--- src/rtl/lau_pkg.sv ---
package lau_pkg;

  typedef enum logic [2:0] {
    ST_IDLE,
    ST_ISSUE,
    ST_FIRST,
    ST_SECOND,
    ST_RESP
  } lau_state_e;

  localparam logic OP_BYTE = 1'b0;
  localparam logic OP_WORD = 1'b1;

endpackage

--- src/rtl/lau_addr_split.sv ---
module lau_addr_split #(
  parameter int ADDR_W = 32,
  parameter int BYTES  = 4,
  localparam int OFF_W = $clog2(BYTES)
) (
  input  logic [ADDR_W-1:0] addr,
  output logic [ADDR_W-1:0] base,
  output logic [ADDR_W-1:0] next,
  output logic [OFF_W-1:0]  offset,
  output logic              unaligned
);

  always_comb begin
    base      = {addr[ADDR_W-1:OFF_W], {OFF_W{1'b0}}};
    next      = base + ADDR_W'(BYTES);
    offset    = addr[OFF_W-1:0];
    unaligned = |addr[OFF_W-1:0];
  end

endmodule

--- src/rtl/lau_steer.sv ---
module lau_steer #(
  parameter int DATA_W = 32,
  localparam int BYTES = DATA_W / 8,
  localparam int OFF_W = $clog2(BYTES)
) (
  input  logic [DATA_W-1:0] word0,
  input  logic [DATA_W-1:0] word1,
  input  logic [OFF_W-1:0]  offset,
  input  logic              is_word,
  input  logic              sext,
  output logic [DATA_W-1:0] result
);

  logic [DATA_W-1:0] merged;

  // each output lane picks byte (offset + lane) from the pair of words
  for (genvar lane = 0; lane < BYTES; lane++) begin : g_lane
    logic [OFF_W:0] src;
    always_comb begin
      src = {1'b0, offset} + (OFF_W + 1)'(lane);
      if (src[OFF_W])
        merged[lane*8 +: 8] = word1[src[OFF_W-1:0]*8 +: 8];
      else
        merged[lane*8 +: 8] = word0[src[OFF_W-1:0]*8 +: 8];
    end
  end

  always_comb begin
    if (is_word)
      result = merged;
    else
      result = {{(DATA_W-8){sext & merged[7]}}, merged[7:0]};
  end

endmodule

--- src/rtl/lau_ctrl.sv ---
module lau_ctrl
  import lau_pkg::*;
(
  input  logic clk,
  input  logic rst_n,
  input  logic req_valid,
  input  logic req_is_word,
  input  logic req_unaligned,
  input  logic strict,
  input  logic split,
  input  logic rsp_ready,
  output logic req_ready,
  output logic accept,
  output logic reject,
  output logic rd_en,
  output logic rd_next,
  output logic cap_hold,
  output logic cap_result,
  output logic second_phase,
  output logic rsp_valid
);

  lau_state_e state_q, state_d;

  always_comb begin
    state_d      = state_q;
    req_ready    = 1'b0;
    accept       = 1'b0;
    reject       = 1'b0;
    rd_en        = 1'b0;
    rd_next      = 1'b0;
    cap_hold     = 1'b0;
    cap_result   = 1'b0;
    second_phase = 1'b0;
    rsp_valid    = 1'b0;
    unique case (state_q)
      ST_IDLE: begin
        req_ready = 1'b1;
        if (req_valid) begin
          accept = 1'b1;
          reject = req_is_word & req_unaligned & strict;
          state_d = reject ? ST_RESP : ST_ISSUE;
        end
      end
      ST_ISSUE: begin
        rd_en   = 1'b1;
        state_d = ST_FIRST;
      end
      ST_FIRST: begin
        if (split) begin
          cap_hold = 1'b1;
          rd_en    = 1'b1;
          rd_next  = 1'b1;
          state_d  = ST_SECOND;
        end else begin
          cap_result = 1'b1;
          state_d    = ST_RESP;
        end
      end
      ST_SECOND: begin
        second_phase = 1'b1;
        cap_result   = 1'b1;
        state_d      = ST_RESP;
      end
      ST_RESP: begin
        rsp_valid = 1'b1;
        if (rsp_ready) state_d = ST_IDLE;
      end
      default: state_d = ST_IDLE;
    endcase
  end

  always_ff @(posedge clk or negedge rst_n) begin
    if (!rst_n) state_q <= ST_IDLE;
    else        state_q <= state_d;
  end

endmodule

--- src/rtl/load_align_unit.sv ---
module load_align_unit
  import lau_pkg::*;
#(
  parameter int DATA_W = 32,
  parameter int ADDR_W = 32,
  localparam int BYTES = DATA_W / 8,
  localparam int OFF_W = $clog2(BYTES)
) (
  input  logic              clk,
  input  logic              rst_n,
  input  logic              strict,
  input  logic              req_valid,
  output logic              req_ready,
  input  logic              req_op,
  input  logic              req_sext,
  input  logic [ADDR_W-1:0] req_addr,
  output logic              mem_rd_en,
  output logic [ADDR_W-1:0] mem_rd_addr,
  input  logic [DATA_W-1:0] mem_rd_data,
  output logic              rsp_valid,
  input  logic              rsp_ready,
  output logic [DATA_W-1:0] rsp_data,
  output logic              rsp_err
);

  logic              lat_word_q, lat_sext_q;
  logic [ADDR_W-1:0] lat_addr_q;
  logic [DATA_W-1:0] hold_q;
  logic [DATA_W-1:0] data_q;
  logic              err_q;

  logic [ADDR_W-1:0] base_addr, next_addr;
  logic [OFF_W-1:0]  lat_off;
  logic              lat_unaligned;
  logic              req_unaligned;
  logic              split;
  logic              accept, reject, rd_next, cap_hold, cap_result, second_phase;
  logic [DATA_W-1:0] steer_w0, steer_out;

  assign req_unaligned = |req_addr[OFF_W-1:0];
  assign split         = lat_word_q & lat_unaligned;

  lau_addr_split #(.ADDR_W(ADDR_W), .BYTES(BYTES)) u_split (
    .addr      (lat_addr_q),
    .base      (base_addr),
    .next      (next_addr),
    .offset    (lat_off),
    .unaligned (lat_unaligned)
  );

  lau_ctrl u_ctrl (
    .clk           (clk),
    .rst_n         (rst_n),
    .req_valid     (req_valid),
    .req_is_word   (req_op == OP_WORD),
    .req_unaligned (req_unaligned),
    .strict        (strict),
    .split         (split),
    .rsp_ready     (rsp_ready),
    .req_ready     (req_ready),
    .accept        (accept),
    .reject        (reject),
    .rd_en         (mem_rd_en),
    .rd_next       (rd_next),
    .cap_hold      (cap_hold),
    .cap_result    (cap_result),
    .second_phase  (second_phase),
    .rsp_valid     (rsp_valid)
  );

  assign mem_rd_addr = rd_next ? next_addr : base_addr;
  assign steer_w0    = second_phase ? hold_q : mem_rd_data;

  lau_steer #(.DATA_W(DATA_W)) u_steer (
    .word0   (steer_w0),
    .word1   (mem_rd_data),
    .offset  (lat_off),
    .is_word (lat_word_q),
    .sext    (lat_sext_q),
    .result  (steer_out)
  );

  always_ff @(posedge clk or negedge rst_n) begin
    if (!rst_n) begin
      lat_word_q <= 1'b0;
      lat_sext_q <= 1'b0;
      lat_addr_q <= '0;
    end else if (accept) begin
      lat_word_q <= (req_op == OP_WORD);
      lat_sext_q <= req_sext;
      lat_addr_q <= req_addr;
    end
  end

  always_ff @(posedge clk or negedge rst_n) begin
    if (!rst_n)        hold_q <= '0;
    else if (cap_hold) hold_q <= mem_rd_data;
  end

  always_ff @(posedge clk or negedge rst_n) begin
    if (!rst_n) begin
      data_q <= '0;
      err_q  <= 1'b0;
    end else if (reject) begin
      data_q <= '0;
      err_q  <= 1'b1;
    end else if (cap_result) begin
      data_q <= steer_out;
      err_q  <= 1'b0;
    end
  end

  assign rsp_data = data_q;
  assign rsp_err  = err_q;

endmodule

--- config.mk ---
export PLATFORM = sky130hd
export DESIGN_NAME = load_align_unit
export DESIGN_NICKNAME = d
export VERILOG_FILES = /design/src/rtl/lau_pkg.sv /design/src/rtl/lau_addr_split.sv /design/src/rtl/lau_steer.sv /design/src/rtl/lau_ctrl.sv /design/src/rtl/load_align_unit.sv
export SDC_FILE = /design/constraint.sdc
export NUM_CORES = 1
export LEC_CHECK = 0
export ABC_AREA = 0
export BUFFER_PORTS_ARGS = -buffer_cell sky130_fd_sc_hd__buf_2
export CORE_MARGIN = 2
export CORE_UTILIZATION = 25
export DETAILED_ROUTE_END_ITERATION = 16
export GPL_ROUTABILITY_DRIVEN = 0
export RECOVER_POWER = 50
export SETUP_SLACK_MARGIN = 0.4
export SLEW_MARGIN = 20
export SYNTH_ARGS = -nofsm -noshare
export SYNTH_HDL_FRONTEND = slang
export SYNTH_SLANG_ARGS = --single-unit
--- constraint.sdc ---
create_clock -name clk -period 8.1 [get_ports clk]
set_input_delay 0.81 -clock clk [delete_from_list [all_inputs] [get_ports clk]]
set_output_delay 0.81 -clock clk [all_outputs]
set_load 0.02 [all_outputs]
# == After elaboration in Yosys (flattened, before gate mapping) ==
# Cells that the tools add are included.
# Widths: inputs -> output; s select.
# totals
regBits,102
in_bits,71
output_inout_bits,68
word_cells,60
# op_classes
mux,27
n_shift,7
bitwise,4
addsub,4
n_eq_ne,6
reduce_logical,5
# ops
operator,count
$shiftx 32x6->8,7
$mux 32,5
$add 32x3->32 const B,1
$mux 8,3
$pmux 3 s5,1
$mux 1,12
$mux 3,4
$add 2x2->3 const B,2
$eq 3x2->1 const B,2
$and 1x1->1,4
$ne 2x2->1 const B,2
$pmux 1 s2,2
$reduce_or 2->1,2
$add 2x1->3 const B,1
$eq 3x1->1 const B,1
$eq 3x3->1 const B,1
$logic_not 3->1,1
$reduce_and 2->1,1
$reduce_bool 2->1,1

# == Longest topological paths before layout ==
# Gate-level depths: netlist (run 1).
# logic_depth
ltp_word,8
ltp_mapped,12
mapped_depth_nobuf,7

# == Cells and area by module ==
# From an unflattened synthesis (run 1), not the netlist that was laid out.
# hier_totals
cells_unflattened,618
hier_area_um2,7923.8
# modules_own_cells
module,area_per_inst_um2,cells_each,seq_area_each_um2,n_inst
load_align_unit,5175.0,321,2477.4,1
lau_steer,1677.9,152,0.0,1
lau_addr_split,845.8,119,0.0,1
lau_ctrl,225.2,26,75.1,1

# == Worst setup path before layout (run 1) ==
# OpenSTA, ideal clock, no wires.
# synth_timing
path_type,reg-to-output
from,register lat_addr_q[0]
to,output port mem_rd_addr[21]
t_required_ns,7.290
n_path_buf,3
stages_incl_launch_ff,11
t_arrival_ns,2.784
slack_ns,4.506
cell_sequence,dfrtp_1 > clkbuf_1 > inv_1 > clkbuf_1 > clkbuf_1 > ha_1 > or3b_4 > nor3_4 > nor4b_2 > nand3_1 > xnor2_1
# synth_between
elab_chain_cells,5
# synth_lines
element,line,text
"start, declared",load_align_unit.sv:27,logic [ADDR_W-1:0] lat_addr_q;
"start signal, assigned",load_align_unit.sv:91,lat_addr_q <= req_addr;
$reduce_or 2->1,lau_addr_split.sv:17,unaligned = |addr[OFF_W-1:0];
$and 1x1->1,load_align_unit.sv:41,assign split = lat_word_q & lat_unaligned;
$mux 1,lau_ctrl.sv:50,if (split) begin
$mux 1,lau_ctrl.sv:36,unique case (state_q)
$mux 32,load_align_unit.sv:71,assign mem_rd_addr = rd_next ? next_addr : base_addr;
"end, declared",load_align_unit.sv:18,"output logic [ADDR_W-1:0] mem_rd_addr,"
# No other way between the ends.

==> results of run 1 <==
==> metrics by stage <==
stage / utilization / setup WS [ps]
4_1_cts: 0.300 / 3480
2_1_floorplan: - / 4510
5_1_grt: 0.298 / 1780
3_5_place_dp: 0.288 / 3890
6_report: 0.298 / 2790
3_3_place_gp: 0.288 / 3960
==> registers in the layout, indices dropped and copies added, names as in the netlist <==
| name | cells |
|---|---|
| hold_q | 32 |
| lat_addr_q | 32 |
| lat_sext_q | 1 |
| lat_word_q | 1 |
| rsp_data | 32 |
| rsp_err | 1 |
| u_ctrl.state_q | 3 |
==> synthesized netlist by cell type (all sizes together), types with 2 or more instances <==
master  count  area (um^2)
a211oi      7         52.6
a21oi      12         60.1
a22o       15          131
a31oi       8         50.1
a32o        7         70.1
and2        6         37.5
and3        4         25.0
and4        3         26.3
buf        23          179
clkbuf     25         93.8
dfrtp     102         2550
ha          4         50.1
inv        10         37.5
mux2       39          443
mux2i      35          350
mux4       31          728
nand2     182          686
nand2b      9         56.3
nand3      20          100
nand4      11         68.8
nand4b      2         17.5
nor2       13         48.8
nor2b       2         12.5
nor3        4         31.3
nor4        3         25.0
nor4b       2         30.0
o211ai      2         15.0
o21ai      28          144
o221ai      6         52.6
xnor2      19          166
xor2       10         87.6
==> worst max-delay path by stage <==
stage | start | end | slack [ps] | depth (start not counted)
6_report | rst_n | lat_addr_q[22]$_DFFE_PN0P_ | 2790 | 2
3_3_place_gp | lat_addr_q[1]$_DFFE_PN0P_ | mem_rd_addr[31] | 3960 | 8
5_1_grt | rst_n | lat_addr_q[22]$_DFFE_PN0P_ | 1780 | 2
3_5_place_dp | lat_addr_q[1]$_DFFE_PN0P_ | mem_rd_addr[31] | 3890 | 8
4_1_cts | lat_addr_q[1]$_DFFE_PN0P_ | mem_rd_addr[27] | 3480 | 8
2_1_floorplan | lat_addr_q[0]$_DFFE_PN0P_ | mem_rd_addr[21] | 4510 | 10
==> area by class of cell <==
type                       instances  area, um^2
antenna                            6        15.0
clock buffer                      11         243
clock inverter                     5        63.8
fill                            2729       18200
inverter                          10        37.5
multi-input combinational        498        3700
sequential                       102        2550
tap                              335         419
timing repair buffer             145         702
==> metal layers <==
layer	GRT usage	up-vias	part of all wire
met2	0.208	176	0.46
li1	-	2571	-
met5	0	-	0.00066
met3	0.0372	29	0.074
met1	0.197	2705	0.45
met4	0.0601	2	0.021
==> power by group <==
part,switching [mW],internal [mW]
clock network,0.207,0.251
logic,0.926,0.693
registers,0.298,0.759
==> kinds of logic (layout without fill, tap and decap cells) <==
family          count (synthesis)  after routing  synth area share
xor+xnor                       29             29            0.0388
buf+inv                        58            171            0.0474
other cells                     1              8          0.000573
fa+ha+maj                       4              4           0.00764
simple gates                  269            269             0.191
compound gates                 89             89            0.0925
mux                           105            105             0.232
flops                         102            102             0.390
==> impl_results.md, run 1 <==
* Most Frequent Cell on Critical Path: clkbuf_1
* Clock Skews at 10.4 ps
* Failing checks: max-capacitance violations, max-slew violations
* Clk pin slew, worst setup/hold paths at 70 ps
* Main synth FF type: dfrtp_1
* Area growth from synthesis to layout at 18.0%
* Row count at a little under 60
* Final antenna-violating net count at 0
* Number of global-route vias before repair at roughly 5200
* Post-DP Area at 7460 um^2
* Worst-Margin Slew at 3150 ps
* Share of cells above drive strength 1 at 0.257
* Hold Fails Final Rpt at 0
* Rel. slew slack at -1.10
* Initial DRC Count at 497
* Via-per-instance ratio at 4.93
* Worst Path Required at 7860 ps
* Largest net degree at the start of global routing at 58
* Final wirelength at 19800 um
* Final period utilization at 0.656
* Port Buffer Count at 136
* Slowest stage delay, CP at 2340 ps
* Status: finished with violations
* VDD IR-drop max at 0.145 mV
* R2R depth at 6
* Hold_buf cts at 0
* Leakage at 3.42 nW
* Post-synth EDFFs at 0
* Drt wl/cell at 17.8 um
* Power per cell area at 405 nW/um^2
* Register area share after synthesis at 0.390
* Crit path max-delay cell type: clkbuf_1
* Tmin final at 5310 ps
* Ys async rst share at 1.00
* Hold_ws at 480 ps
* Drt first pass iters at 5
* Resized cells post-CTS at 0
* Max Slew Vio Count at about 150
* Die Y at approximately 170 um
* Yosys warns at 0
* Hold Path Origin: rsp_data[7]$_DFFE_PN0P_
* Most common cell after layout, fill and taps aside: nand2_1
* Type of the worst setup path: primary input to async pin
* RSZ-0062 raised after global routing: no
* CP cell instances: clkbuf_1, clkbuf_1
* Die width at between 150 and 200 um
* Initial Util at 0.253
* First-pass GRT wire length at 30600 um
* Syn_area_per_cell at around 10 um^2
* Worst Hold Class: flop to flop
* DRC Markers at 0
* Non-Filler Instances at 1112
* Initial antenna violation count at 7
* Skew-Pair Late Insertion Delay at 360 ps
* Full die area at 27500 um^2
* R2r setup slk at 4670 ps
* Inst Count DP at approximately 1100
* Gr ovfl total at 0
* Final TNS setup at 0 ps
* RR Endpoint: rsp_data[27]$_DFFE_PN0P_
* Yosys reg bits at 102
* Clk Tree Root Cell: clkbuf_16
* CP arrival at 5070 ps
* Setup violators final at 0
* CP top delay family: buffers and inverters
* Critical-path maximum fanout at 57
* CORE AREA at approximately 26000 um^2
* Total design power at between 3 and 4 mW
* Startpoint Class: primary input
* Io pins at 139
* Post-Syn Instances at 657
* Buf/Inv on CP at 2
* Distinct cells, synth at 56
* Total track usage at 0.142
* Critical path capture point type: async pin
* Most frequent cells in the layout: nand2_1, dfrtp_1, buf_2, mux2_2, clkbuf_1
* Setup bufs post-CTS at 0
* Nets at between 800 and 900
* Max clock buf depth at 2
* Cell area after layout at 7730 um^2
* Fmax at 188 MHz
* CTS tree: yes
* Clk sinks at 102
* CTS Buf Count at 9
* R2r startpoint: lat_addr_q[1]$_DFFE_PN0P_
* Post-synthesis cell area at 6550 um^2
* H-tree levels at 3
* Max-cap violations at 3
* Detail Placement HPWL at 13800 um
* Worst hold path endpoint: rsp_data[7]$_DFFE_PN0P_
* Number of cells on the worst hold path at 2
* Via count at 5483
Power figures use the tool's default switching activity.
==> inputs of run 2 (changes only) <==
clock period = 4.74 ns   (was 8.1 ns; I/O delays follow)
==> run 2 against run 1 <==
Clock power up 74%. Largest power group unchanged. Combinational power up 73%. Power up 72%. First-iteration DRC count down 18%. Global-route usage about the same. The run still ends with max-capacitance violations, max-slew violations left. Die area unchanged. Cell count about the same. Count of clock-buffer cells in the layout down 1. Utilization up 0.12 points. Critical path depth up 6. Non-clock buffer count up 2. Register-to-register slack worse by 2900 ps.
==> impl_results.md, run 2 (same netlist as run 1, synthesis figures left out) <==
* Total design power at 5.38 mW (+72%)
* Combinational share of power at 0.519 (+0.002)
* Nets at 843 (+0.24%)
* CP cell instances: inv_2, ha_1, nor3b_1, nand4_1, nor4_2, nand4_1, xnor2_1, buf_2
* Area growth from synthesis to layout at 18.5%
* Max Slew Vio Count at 58 (-60%)
* Detail Placement HPWL at 14000 um (+1.9%)
* Share of cells above drive strength 1 at 0.263 (+0.00580)
* Register Area at 2550 um^2 (unchanged)
* Max-cap violations at 1 (-2)
* Max clock buf depth at 2 (unchanged)
* Worst Path Required at 4270 ps (-3590 ps)
* Total track usage at 0.142 (+0.000372)
* R2r startpoint: lat_addr_q[0]$_DFFE_PN0P_
* Full die area at 27500 um^2 (unchanged)
* Startpoint Class: flop
* Skew-Pair Late Insertion Delay at 360 ps (about the same)
* Number of cells on the worst hold path at 2 (unchanged)
* Critical-path maximum fanout at 18 (-68%)
* Worst hold path endpoint: u_ctrl.state_q[2]$_DFFE_PN0P_
* Row count at 59 (unchanged)
* Hold_buf cts at 0 (unchanged)
* Drt wl/cell at 17.9 um (+0.55%)
* VDD IR-drop max at 0.259 mV (+78%)
* CTS tree: yes
* Hold Path Origin: rsp_ready
* Util after Layout at 0.300 (+0.00121)
* Critical path capture point type: output port
* R2R depth at 8 (+2)
* Power Internal at 2.90 mW (+70%)
* RR Endpoint: rsp_data[27]$_DFFE_PN0P_
* Worst Hold Class: primary input to flop
* DRC Markers at 0 (unchanged)
* Status: finished with violations
* Largest net degree at the start of global routing at 58 (unchanged)
* CP arrival at 3080 ps (-1990 ps)
* Slowest stage delay, CP at 550 ps (-1790 ps)
* Clk sinks at 102 (unchanged)
* Cell area after layout at 7760 um^2 (+0.40%)
* Worst-Margin Slew at 3200 ps (+43.6 ps)
* Failing checks: max-capacitance violations, max-slew violations
* Number of global-route vias before repair at 5304 (+1.5%)
* Gr ovfl total at 0 (unchanged)
* Io pins at 139 (unchanged)
* Drt first pass iters at 4 (-1)
* Initial antenna violation count at 8 (+1)
* RSZ-0062 raised after global routing: no
* First-pass GRT wire length at 30900 um (+0.74%)
* Clock Skews at 8.81 ps (-1.63 ps)
* FILL cells at 2697 (-1.2%)
* H-tree levels at 3 (unchanged)
* Die Y at 166 um (unchanged)
* Power per cell area at 694 nW/um^2 (+71%)
* Clk Tree Root Cell: clkbuf_16
* Setup bufs post-CTS at 0 (unchanged)
* Hold Fails Final Rpt at 0 (unchanged)
* Switching share of power at 0.461 (+0.00426)
* R2r setup slk at 1760 ps (-2910 ps)
* Die width at 166 um (unchanged)
* Stages on the worst setup path at 8 (+6)
* Most frequent cells in the layout: nand2_1, dfrtp_1, buf_2, mux2_2
* Clk pin slew, worst setup/hold paths at 70 ps (about the same)
* Final period utilization at 0.751
* Clock share of power at 0.148 (+0.002)
* CP top delay family: simple AND/OR/NAND/NOR gates
* Setup violators final at 0 (unchanged)
* Tmin final at 3560 ps
* Final wirelength at 19900 um (+0.64%)
* Most common cell after layout, fill and taps aside: nand2_1
* Fmax at roughly 280 MHz
* Sw Pwr at 2.48 mW (+73%)
* Final antenna-violating net count at 0 (unchanged)
* Buf/Inv on CP at 2 (unchanged)
* Initial DRC Count at 406 (-18%)
* Post-DP Area at 7480 um^2 (+0.30%)
* Most Frequent Cell on Critical Path: nand4_1
* Resized cells post-CTS at 0 (unchanged)
* Port Buffer Count at 136 (unchanged)
* Leakage at 3.45 nW (+0.71%)
* Type of the worst setup path: flop to output port
* Final TNS setup at 0 ps (unchanged)
* Area of the multi-input gates at 3710 um^2 (+0.41%)
* Via-per-instance ratio at 4.91 (-0.42%)
* Via count at 5465 (-0.33%)
* CTS Buf Count at 9 (unchanged)
* Rel. slew slack at -1.13 (-0.0291)
* CORE AREA at 25900 um^2 (unchanged)
* Reg power frac at 0.332 (-0.005)
* Initial Util at 0.253 (unchanged)
* Crit path max-delay cell type: nor4_2
[run 2: worst max path at each step]
stage	startpoint	end	slack [ps]
finish	lat_addr_q[1]$_DFFE_PN0P_	mem_rd_addr[28]	1180
global route	lat_addr_q[1]$_DFFE_PN0P_	mem_rd_addr[28]	920
global placement	lat_addr_q[1]$_DFFE_PN0P_	mem_rd_addr[31]	1660
detailed placement	lat_addr_q[1]$_DFFE_PN0P_	mem_rd_addr[28]	1560
floorplan	lat_addr_q[0]$_DFFE_PN0P_	mem_rd_addr[21]	1480
CTS	lat_addr_q[1]$_DFFE_PN0P_	mem_rd_addr[28]	1160
[run 2: worst reg2reg max path, delay by kind of cell (launching register included)]
family          cells  cell delay, ps
simple gates        2             920
compound gates      1             300
fa+ha+maj           1             310
flops               1             360
buf+inv             4            1000
[run 2: through the flow]
stage	hold WS, ps	worst slack (ps)	cells
after floorplan	178	1480	658
after detailed placement	462	1560	1092
final	293	1180	1113
after global routing	308	923	1110
after CTS	213	1160	1108
after global placement	460	1660	1092
[run 2: layout make-up]
| class | instances | share of cell area |
|---|---|---|
| Antenna cell | 5 | 0.00161 |
| Clock buffer | 10 | 0.0295 |
| Clock inverter | 6 | 0.00999 |
| Inverter | 10 | 0.00484 |
| Multi-Input combinational cell | 498 | 0.478 |
| Sequential cell | 102 | 0.329 |
| Tap cell | 335 | 0.0540 |
| Timing Repair Buffer | 147 | 0.0928 |
[run 2: metal layers]
metal / up-vias / part of all wire / wire length [um] / global-route usage
met5: - / 0.0014 / 28 / 0
met4: 6 / 0.025 / 497 / 0.0507
met3: 34 / 0.069 / 1380 / 0.0412
met2: 169 / 0.46 / 9100 / 0.220
met1: 2679 / 0.45 / 8890 / 0.189
li1: 2577 / - / - / -
[run 2: power groups by stage]
stage	clock (mW)	combinational [mW]	sequential, mW
2_1_floorplan	0	2.05	1.75
3_3_place_gp	0	2.80	1.78
3_5_place_dp	0	2.84	1.80
4_1_cts	0.816	2.84	1.78
5_1_grt	0.844	3.04	1.86
6_report	0.798	2.80	1.79
==> inputs of run 3 (changes only) <==
ABC_AREA = 1   (was 0)
clock period = 3.15 ns   (was 4.74 ns; I/O delays follow)
==> run 3 against run 2 <==
Die area rose by 14%. Cell count rose by 43%. Design area rose by 13%. Via count rose by 39%. Clock skew rose by 5.1 ps. Combinational power rose by 96%. Sequential power rose by 32%. The run now ends clean. Largest cell class unchanged. First-iteration DRC count rose by 63%.
==> impl_results.md, run 3 <==
* Leakage at 4.35 nW (+26%)
* Most common cell after layout, fill and taps aside: nand2_1
* Drt first pass iters at 8 (+4)
* Most common library cells after synthesis: nand2_1, nand3_1, inv_1, dfrtp_1, a21oi_1
* RSZ-0062 raised after global routing: yes
* Final antenna-violating net count at 0 (unchanged)
* Skew-Pair Late Insertion Delay at 360 ps (about the same)
* Syn_area_per_cell at 6.91 um^2 (-31%)
* Register area share after synthesis at 0.341 (-0.0488)
* Total track usage at 0.160 (+0.0176)
* Clk pin slew, worst setup/hold paths at 80 ps (about the same)
* Critical-path maximum fanout at 4 (-14)
* Startpoint Class: flop
* CP arrival at 2390 ps (-690 ps)
* Most frequent cell after synthesis: nand2_1
* Post-Syn Instances at 1084 (+65%)
* Gr ovfl total at 0 (unchanged)
* Yosys reg bits at 102 (unchanged)
* Io pins at 139 (unchanged)
* Number of global-route vias before repair at 7245 (+37%)
* Detail Placement HPWL at 18100 um (+29%)
* Post-synth EDFFs at 0 (unchanged)
* Critical path capture point type: output port
* Top cell type's share of synthesized area at 0.341 (-0.0488)
* Clk Tree Root Cell: clkbuf_16
* Drt wl/cell at 15.7 um (-12%)
* Util after Layout at 0.297 (-0.00273)
* Worst-Margin Slew at 1350 ps (-1850 ps)
* Compound-Gate Fraction of Synth Area at 0.114 (+0.0220)
* Main combinational cell family by area after synthesis: simple AND/OR/NAND/NOR gates
* Port Buffer Count at 136 (unchanged)
* DRC Markers at 0 (unchanged)
* H-tree levels at 3 (unchanged)
* Area growth from synthesis to layout at 17.2%
* Max clock buf depth at 2 (unchanged)
* CORE AREA at 29600 um^2 (+14%)
* VDD IR-drop max at 0.499 mV (+92%)
* Rel. slew slack at 0.102 (+1.23)
* Fmax at 369 MHz
* Via count at 7573 (+39%)
* GR Util met3 at 0.0410 (-0.000207)
* Final wirelength at 25000 um (+26%)
* CTS tree: yes
* Final period utilization at 0.860
* Largest net degree at the start of global routing at 85 (+47%)
* Setup violators final at 0 (unchanged)
* Total design power at 9.09 mW (+69%)
* Full die area at 31300 um^2 (+14%)
* Synth top area cells: dfrtp_1, nand2_1, nand3_1
* Area of the multi-input gates at 4140 um^2 (+12%)
* Die width at 177 um (+6.7%)
* Most frequent cells in the layout: nand2_1, nand3_1, inv_1, dfrtp_1, buf_2
* Initial DRC Count at 661 (+63%)
* Post-synthesis cell area at 7490 um^2 (+14%)
* Type of the worst setup path: flop to output port
* Worst Hold Class: primary input to flop
* Power per cell area at 1040 nW/um^2 (+49%)
* CTS Buf Count at 9 (unchanged)
* Clock Skews at 13.9 ps (+5.09 ps)
* Max-cap violations at 0 (-1)
* FILL cells at 3274 (+21%)
* Share of cells above drive strength 1 at 0.177 (-0.0852)
* Die Y at 177 um (+6.7%)
* Distinct cells, synth at 34 (-39%)
* Final TNS setup at 0 ps (unchanged)
* Clk sinks at 102 (unchanged)
* Hold Fails Final Rpt at 0 (unchanged)
* Mux share of post-synthesis cell area at 0.0211 (-0.211)
* Register Area at 2550 um^2 (unchanged)
* Tmin final at ~2700 ps
* Routing usage on met2 at 0.266 (+0.0460)
* Synth Area in Adders at 0.00668 (-0.000956)
* Grt peak-use layer: met2
* Initial antenna violation count at 5 (-3)
* Ys async rst share at 1.00 (unchanged)
* Worst Path Required at 2830 ps (-1440 ps)
* Status: finished, final reports clean
* Row count at 63 (+6.8%)
* Yosys warns at 0 (unchanged)
* Area leader, netlist: dfrtp_1
* XOR/XNOR Fraction of Synth Area at 0.0292 (-0.00953)
* First-pass GRT wire length at 39200 um (+27%)
* Main synth FF type: dfrtp_1
* Nets at 1266 (+50%)
* Synth Area in Simple Gates at 0.379 (+0.188)
* Initial Util at 0.253 (+0.000502)
* Via-per-instance ratio at 4.77 (-2.8%)
* Max Slew Vio Count at 0 (-100%)
* Met1 GRT Util at 0.201 (+0.0117)
## run 3: cell count changes in the layout (fill, tap and decap cells not counted), sizes merged, moves of 14 or more
cell,change
nand2,+155
nand3,+165
nor2,+51
mux4,-31
inv,+93
mux2i,-35
a21oi,+74
xnor2,-14
mux2,-25
a22o,-15
o21ai,+28
## run 3: logic make-up after synthesis
logic type / Yosys count
compound gates: 161
xor+xnor: 25
fa+ha+maj: 4
buf+inv: 173
flops: 102
mux: 14
other cells: 1
simple gates: 604
## run 3: layer usage
metal  up-vias  share of wire
met3        46          0.076
li1       3716              -
met2       307           0.47
met5         -         0.0014
met1      3496           0.42
met4         8          0.026
## run 3: worst paths after layout
| path | depth (start not counted) | to | slack [ps] | startpoint |
|---|---|---|---|---|
| max | 12 | mem_rd_addr[13] | 440 | lat_addr_q[0]$_DFFE_PN0P_ |
| max reg2reg | 10 | rsp_data[29]$_DFFE_PN0P_ | 710 | lat_addr_q[1]$_DFFE_PN0P_ |
| min reg2reg | 2 | rsp_data[7]$_DFFE_PN0P_ | 470 | rsp_data[7]$_DFFE_PN0P_ |
| min in group asynchronous | 2 | hold_q[13]$_DFFE_PN0P_ | 780 | rst_n |
| min | 2 | lat_addr_q[16]$_DFFE_PN0P_ | 180 | req_addr[16] |
| max in group asynchronous | 4 | rsp_data[7]$_DFFE_PN0P_ | 950 | rst_n |
## run 3: area by class of cell
class                           count  area share
Sequential cell                   102       0.291
Clock buffer                       10      0.0272
Antenna cell                        2    0.000570
Clock inverter                      5     0.00941
Tap cell                          390      0.0556
Timing Repair Buffer              160      0.0970
Inverter                          108      0.0472
Multi-Input combinational cell    810       0.472
## run 3: per-stage QoR
| stage | instances | setup WS [ps] | instance area, um^2 | hold WS [ps] |
|---|---|---|---|---|
| final | 1587 | 441 | 8770 | 179 |
| after CTS | 1579 | 468 | 8730 | 138 |
| after global placement | 1564 | 747 | 8410 | 458 |
| after global routing | 1585 | 307 | 8770 | 163 |
| after floorplan | 1085 | 700 | 7490 | 19.4 |
| after detailed placement | 1564 | 760 | 8410 | 461 |
## run 3: worst max-delay path, cell delays in order, from the launching register on
cell     delay [ps]
dfrtp_1         380
inv_1           100
ha_1            200
inv_1            50
nand3_1         130
nor2_4          220
nand2_2          90
nor2_2          140
nand2_1         120
nor2_2          150
buf_4           130
xor2_1          150
buf_2           190
## run 3: report_power, final
part           switching, mW  internal, mW  leakage, nW
Clock                  0.523         0.718        0.159
Sequential             0.431          1.93         1.23
Combinational           3.76          1.73         2.96
## run 3: timing repair
action                     CTS  global route
hold endpoints to repair     0            18
hold buffers                 0             1
setup endpoints to repair    1            18
gates resized for setup      1            11
pin swaps                    0             3
buffers inserted             0             4
